File: src/rtl/pfs_pkg.sv
package pfs_pkg;
    typedef enum logic [2:0] {
        ST_OFF          = 3'd0,
        ST_BACKUP       = 3'd1,
        ST_POWERUP_HOLD = 3'd2,
        ST_ACTIVE       = 3'd3,
        ST_PROTECT      = 3'd4
    } pfs_state_e;

    localparam int unsigned FLAG_SW  = 0;
    localparam int unsigned FLAG_LO  = 1;
    localparam int unsigned FLAG_HI  = 2;
    localparam int unsigned NUM_FLAG = 3;
endpackage

File: src/rtl/pfs_debounce.sv
module pfs_debounce #(
    parameter int unsigned STABLE = 8
) (
    input  logic clk,
    input  logic rst_n,
    input  logic raw,
    output logic filt
);
    localparam int unsigned CW = (STABLE < 2) ? 1 : $clog2(STABLE);
    localparam logic [CW-1:0] CNT_LAST = CW'(STABLE - 1);

    logic [CW-1:0] run_cnt;

    // filt follows raw once raw has differed for STABLE sampled clocks
    always_ff @(posedge clk or negedge rst_n) begin
        if (!rst_n) begin
            filt    <= 1'b0;
            run_cnt <= '0;
        end else if (raw == filt) begin
            run_cnt <= '0;
        end else if (run_cnt == CNT_LAST) begin
            filt    <= raw;
            run_cnt <= '0;
        end else begin
            run_cnt <= run_cnt + 1'b1;
        end
    end
endmodule

File: src/rtl/pfs_fsm.sv
module pfs_fsm
    import pfs_pkg::*;
#(
    parameter int unsigned HOLD_CYCLES = 16
) (
    input  logic clk,
    input  logic rst_n,
    input  logic sw_f,
    input  logic lo_f,
    input  logic hi_f,
    output logic check_stb,
    output logic protect,
    output logic batt_conn
);
    localparam int unsigned HW = $clog2(HOLD_CYCLES + 1);
    localparam logic [HW-1:0] HOLD_LAST = HW'(HOLD_CYCLES);

    pfs_state_e    state_q;
    pfs_state_e    state_d;
    logic [HW-1:0] hold_cnt;
    logic          hold_done;

    assign hold_done = (hold_cnt == HOLD_LAST);

    // state register
    always_ff @(posedge clk or negedge rst_n) begin
        if (!rst_n) begin
            state_q <= ST_OFF;
        end else begin
            state_q <= state_d;
        end
    end

    // recovery hold-off counter: counts only valid-supply clocks in the hold
    always_ff @(posedge clk or negedge rst_n) begin
        if (!rst_n) begin
            hold_cnt <= '0;
        end else if (state_q == ST_POWERUP_HOLD && hi_f) begin
            if (!hold_done) begin
                hold_cnt <= hold_cnt + 1'b1;
            end
        end else begin
            hold_cnt <= '0;
        end
    end

    // transitions: the lowest supply condition wins
    always_comb begin
        state_d = state_q;
        unique case (state_q)
            ST_OFF: begin
                if (sw_f) state_d = ST_POWERUP_HOLD;
            end
            ST_BACKUP: begin
                if (sw_f) state_d = ST_POWERUP_HOLD;
            end
            ST_POWERUP_HOLD: begin
                if (!sw_f)                          state_d = ST_BACKUP;
                else if (hi_f && lo_f && hold_done) state_d = ST_ACTIVE;
            end
            ST_ACTIVE: begin
                if (!sw_f)      state_d = ST_BACKUP;
                else if (!lo_f) state_d = ST_PROTECT;
            end
            ST_PROTECT: begin
                if (!sw_f)     state_d = ST_BACKUP;
                else if (hi_f) state_d = ST_POWERUP_HOLD;
            end
            default: state_d = ST_OFF;
        endcase
    end

    // outputs
    always_comb begin
        protect   = (state_q != ST_ACTIVE);
        batt_conn = (state_q == ST_BACKUP);
        check_stb = (state_d == ST_POWERUP_HOLD) && (state_q != ST_POWERUP_HOLD);
    end
endmodule

File: src/rtl/pfs_lane.sv
module pfs_lane (
    input  logic clk,
    input  logic rst_n,
    input  logic in_backup,
    input  logic check_stb,
    input  logic a_ok,
    input  logic b_ok,
    input  logic a_ge_b,
    output logic sel_b,
    output logic inhibit
);
    logic pick_b;

    always_comb begin
        if (a_ok && !b_ok)      pick_b = 1'b0;
        else if (b_ok && !a_ok) pick_b = 1'b1;
        else                    pick_b = !a_ge_b;
    end

    always_ff @(posedge clk or negedge rst_n) begin
        if (!rst_n) begin
            sel_b <= 1'b0;
        end else if (in_backup) begin
            sel_b <= pick_b;
        end
    end

    always_ff @(posedge clk or negedge rst_n) begin
        if (!rst_n) begin
            inhibit <= 1'b0;
        end else if (check_stb) begin
            inhibit <= !a_ok && !b_ok;
        end
    end
endmodule

File: src/rtl/pfs_supervisor.sv
module pfs_supervisor
    import pfs_pkg::*;
#(
    parameter int unsigned LANES       = 4,
    parameter int unsigned STABLE      = 8,
    parameter int unsigned HOLD_CYCLES = 6_250_000
) (
    input  logic             clk,
    input  logic             rst_n,
    input  logic             vdd_above_switch,
    input  logic             vdd_above_protect,
    input  logic             vdd_above_run,
    input  logic [LANES-1:0] bat_a_ok,
    input  logic [LANES-1:0] bat_b_ok,
    input  logic [LANES-1:0] bat_a_ge_b,
    output logic             wp_isolate,
    output logic             bat_connect,
    output logic [LANES-1:0] bat_sel_b,
    output logic [LANES-1:0] access_inhibit
);
    logic [NUM_FLAG-1:0] raw_v;
    logic [NUM_FLAG-1:0] filt_v;
    logic                check_stb;
    logic                batt_conn;

    assign raw_v[FLAG_SW] = vdd_above_switch;
    assign raw_v[FLAG_LO] = vdd_above_protect;
    assign raw_v[FLAG_HI] = vdd_above_run;

    for (genvar g = 0; g < NUM_FLAG; g++) begin : g_flag
        pfs_debounce #(.STABLE(STABLE)) u_db (
            .clk  (clk),
            .rst_n(rst_n),
            .raw  (raw_v[g]),
            .filt (filt_v[g])
        );
    end

    pfs_fsm #(.HOLD_CYCLES(HOLD_CYCLES)) u_fsm (
        .clk      (clk),
        .rst_n    (rst_n),
        .sw_f     (filt_v[FLAG_SW]),
        .lo_f     (filt_v[FLAG_LO]),
        .hi_f     (filt_v[FLAG_HI]),
        .check_stb(check_stb),
        .protect  (wp_isolate),
        .batt_conn(batt_conn)
    );

    assign bat_connect = batt_conn;

    for (genvar l = 0; l < LANES; l++) begin : g_lane
        pfs_lane u_lane (
            .clk      (clk),
            .rst_n    (rst_n),
            .in_backup(batt_conn),
            .check_stb(check_stb),
            .a_ok     (bat_a_ok[l]),
            .b_ok     (bat_b_ok[l]),
            .a_ge_b   (bat_a_ge_b[l]),
            .sel_b    (bat_sel_b[l]),
            .inhibit  (access_inhibit[l])
        );
    end
endmodule

File: config.mk
export PLATFORM = sky130hd
export DESIGN_NAME = pfs_supervisor
export DESIGN_NICKNAME = d
export VERILOG_FILES = /design/src/rtl/pfs_pkg.sv /design/src/rtl/pfs_debounce.sv /design/src/rtl/pfs_fsm.sv /design/src/rtl/pfs_lane.sv /design/src/rtl/pfs_supervisor.sv
export SDC_FILE = /design/constraint.sdc
export NUM_CORES = 1
export LEC_CHECK = 0
export ABC_AREA = 1
export CAP_MARGIN = 20
export CORE_AREA = 2 2 78 80
export CTS_BUF_LIST = sky130_fd_sc_hd__clkbuf_8
export DETAILED_ROUTE_END_ITERATION = 7
export DIE_AREA = 0 0 80 82
export DONT_BUFFER_PORTS = 1
export PLACE_DENSITY = 0.59
export SYNTH_ARGS = -nofsm -noshare
export SYNTH_HDL_FRONTEND = slang
export SYNTH_SLANG_ARGS = --single-unit
File: constraint.sdc
create_clock -name clk -period 1.44 [get_ports clk]
set_input_delay 0.144 -clock clk [delete_from_list [all_inputs] [get_ports clk]]
set_output_delay 0.144 -clock clk [all_outputs]
set_load 0.02 [all_outputs]
==> metrics.log <==
[metrics] number of primary I/O pins: 27
[metrics] leak pwr: approximately 1.5 nW
[metrics] vertical extent of the die: 82 um
[metrics] critical path class: reg -> reg
[metrics] mapped cell area: roughly 2500 sq um
[metrics] RSZ-0062 raised after global routing: yes
[metrics] fraction of synthesized cell area in xor and xnor cells: between 3 and 4%
[metrics] violated checks: setup timing
[metrics] number of search-and-repair iterations in the first detailed-routing pass: 4
[metrics] transition time at the pin with the least slew margin: 313 ps
[metrics] number of antenna repair diodes: 0
[metrics] Final Skew: between 6 and 7 ps
[metrics] worst slew margin relative to its limit: between 70% and 80%
[metrics] layout net count: 360
[metrics] placeable core region: about 5700 sq um
[metrics] number of enable flip-flop cells after synthesis: 0
[metrics] number of instances in the synthesized netlist: 300
[metrics] largest net degree at the start of global routing: 47
[metrics] pre-CTS setup slack: -48.9 ps
[metrics] critical path data required time: around 1600 ps
[metrics] Maximum Capacitance Violations: 0
[metrics] number of H-tree branching levels: 2
[metrics] syn_area_per_cell: between 8 and 9 sq um
[metrics] global-route wire length before repair: 8450 um
[metrics] clock-pin slew of the registers on the worst-case setup and hold paths: about 90 ps
[metrics] Buffers on Ports: 0
[metrics] count of endpoints failing setup in the final report: 2
[metrics] Fin Setup TNS: -4.07 ps
[metrics] sequential fraction of the synthesis area: between 40% and 50%
[metrics] global-route usage over all layers: approximately 16%
[metrics] Final period util: 100%
[metrics] capturing element type of the critical path: flop
[metrics] Initial Utilization: between 40% and 50%
[metrics] clock root buffer: sky130_fd_sc_hd__clkbuf_8
[metrics] routability congestion estimate from global placement: a little under 0.8
[metrics] achievable frequency: ~700 MHz
[metrics] die area: between 6000 and 7000 sq um
[metrics] simple logic cell fraction of the synthesized area: around 28%
[metrics] Worst-Skew Late Latency: 300 ps
[metrics] num rows: 28
[metrics] warnings from Yosys: 0
[metrics] number of vias per cell after detailed routing: between 4 and 5
[metrics] number of distinct standard cells referenced by the synthesized netlist: 31
[metrics] post-layout min period: 1440 ps
[metrics] share of cells above drive strength 1: roughly a quarter
[metrics] number of pins with negative max-slew slack in the final report: 0
[metrics] Hold Path Depth: 2
[metrics] top flip-flop cell by instance count after synthesis: sky130_fd_sc_hd__dfrtp_1
[metrics] flop and latch count out of synthesis: between 40 and 50
[metrics] number of buffers created by CTS: 5
[metrics] sink count of the clock tree: 46
[metrics] fraction of registers with async set or reset after synthesis: 100%
[metrics] buffer depth of the longest clock path: 2
[metrics] crit path setup slack, layout: -2.57 ps
[metrics] multiplexer share of the synthesized area: less than 1%
[metrics] fraction of the mapped netlist area in compound gates: about 8.8%
[metrics] number of cells on the worst reg-to-reg path: 9
[metrics] Area growth syn-to-layout: 24.5%
[metrics] First DRT Iteration DRCs: 95
[metrics] type of the tightest min-delay check: in -> reg
[metrics] sum of routed wire length over all layers: 5200 um
[metrics] net count of the mapped netlist: 325
[metrics] Max Fanout on Critical Path: 4
[metrics] sort of element at the start of the critical path: flop
[metrics] via count of the first global-routing pass: 1,860
[metrics] initial antenna violation count: 0
[metrics] placed wire-length estimate: 3520 um
[metrics] number of fill cells in the layout: roughly 530
[metrics] WL per Instance: between 10 and 15 um
[metrics] Die W: around 80 um
[metrics] Antenna Nets Post-Route: 0
[metrics] overall via count from detail_route: 2,004
[metrics] total count of hold-check failures in the final report: 0
[metrics] combinational family with the most area after synthesis: simple AND/OR/NAND/NOR gates
[metrics] status: complete, but fails checks
[metrics] worst voltage drop across the vdd grid: about 630 uV
[metrics] fraction of the mapped netlist area in adder cells: 4.05%
[metrics] TritonCTS clock tree: yes
[metrics] overflow left after global routing: 0
[metrics] power density cells: approximately 1400 nW/um^2
[metrics] data arrival at the endpoint of the critical path: approximately 1600 ps
[metrics] DRC violations left: 0
[metal layers]
layer / track usage [%] / part of all wire [%] / up-vias
met3: 3.52 / 2.4 / 8
met4: 4.24 / 1.6 / 0
li1: - / - / 1034
met2: 25.4 / 48 / 17
met5: 0 / 0 / -
met1: 23.2 / 48 / 945
[through the flow]
| stage | hold slack, ps | cells | util, % | instance area (sq um) | total power (W) |
|---|---|---|---|---|---|
| 5_1_grt | 6.85 | 411 | 53.5 | 3080 | 0.00480 |
| 3_3_place_gp | -150 | 385 | 45.9 | 2640 | 0.00332 |
| 6_report | 9.18 | 411 | 53.5 | 3080 | 0.00443 |
| 3_5_place_dp | -150 | 385 | 45.9 | 2640 | 0.00333 |
| 2_1_floorplan | -152 | 300 | - | 2470 | 0.00312 |
| 4_1_cts | 0.567 | 406 | 50.5 | 2900 | 0.00440 |
[state kept, by name (all words and copies together) (netlist names)]
signal	count
g_lane.u_lane.inhibit	4
u_fsm.hold_cnt	23
g_flag.u_db.run_cnt	9
g_lane.u_lane.sel_b	4
g_flag.u_db.filt	3
u_fsm.state_q	3
[power breakdown]
group / switching [W] / internal (W) / total [W]
clock: 0.000446 / 0.000511 / 0.000957
combinational: 0.000967 / 0.000609 / 0.00158
sequential: 0.000324 / 0.00157 / 0.00190
[critical path: stages (launching register included)]
cell                      delay (ps)
sky130_fd_sc_hd__dfrtp_1         430
sky130_fd_sc_hd__inv_2           100
sky130_fd_sc_hd__ha_4            130
sky130_fd_sc_hd__nand4_1          80
sky130_fd_sc_hd__nor2_2          170
sky130_fd_sc_hd__nand4_2         140
sky130_fd_sc_hd__nand3_1         120
sky130_fd_sc_hd__nor2_2           60
sky130_fd_sc_hd__nand2_1          60
sky130_fd_sc_hd__nand2_1          50
[synthesized netlist by cell type, drive strengths merged, types with 2 or more instances]
master,number,area [sq um]
xnor2,4,35.0
inv,34,128
nor3,14,95.1
dfrtp,46,1150
o21ai,15,78.8
and3,2,12.5
a21oi,18,93.8
nand2,62,235
nand4,7,50.1
nor3b,3,22.5
ha,8,100
xor2,5,43.8
nand3,12,60.1
nor2,53,226
buf,10,78.8
[cell type report]
class	count	area [sq um]	area share, %
clock buffer	5	68.8	2.24
clock inverter	3	41.3	1.34
inverter	35	133	4.31
multi-input combinational	209	1240	40.5
sequential	46	1150	37.4
tap	75	93.8	3.05
timing repair buffer	38	343	11.1
[kinds of logic after synthesis]
kind of cell	after synthesis
simple gates	153
flops	46
buf+inv	45
compound gates	38
xor+xnor	9
fa+ha+maj	8
mux	1
[cell usage in the layout, fill, tap and decap left out, types with 7 or more instances in the layout]
cell,n
sky130_fd_sc_hd__nor2_2,8
sky130_fd_sc_hd__a21oi_1,16
sky130_fd_sc_hd__nor2_1,41
sky130_fd_sc_hd__inv_1,24
sky130_fd_sc_hd__inv_2,11
sky130_fd_sc_hd__o21ai_0,12
sky130_fd_sc_hd__dlygate4sd3_1,12
sky130_fd_sc_hd__buf_4,23
sky130_fd_sc_hd__dfrtp_1,46
sky130_fd_sc_hd__nor3_1,7
sky130_fd_sc_hd__nand3_1,7
sky130_fd_sc_hd__nand2_1,54
[final timing paths]
check,endpoint,from,slack (ps)
worst min-delay path,g_lane[1].u_lane.sel_b$_DFFE_PN0P_,bat_b_ok[1],9
max in group asynchronous,u_fsm.hold_cnt[9]$_DFFE_PN0P_,rst_n,860
min in group asynchronous,u_fsm.hold_cnt[15]$_DFFE_PN0P_,rst_n,360
worst min register to register,g_flag[0].u_db.run_cnt[0]$_DFF_PN0_,g_flag[0].u_db.run_cnt[0]$_DFF_PN0_,440
worst max register to register,g_lane[2].u_lane.inhibit$_DFFE_PN0P_,u_fsm.hold_cnt[1]$_DFFE_PN0P_,-3
worst max-delay path,g_lane[2].u_lane.inhibit$_DFFE_PN0P_,u_fsm.hold_cnt[1]$_DFFE_PN0P_,-3
[what timing repair did]
action                                  4_1_cts  5_1_grt
resized for setup                             5       41
endpoints found under the setup margin        8       24
pin swaps                                     1       20
endpoints found under the hold margin        56        0
hold buffers                                 13        0
setup buffers                                 0        5
Note: power is estimated with default switching activity, not from simulation.
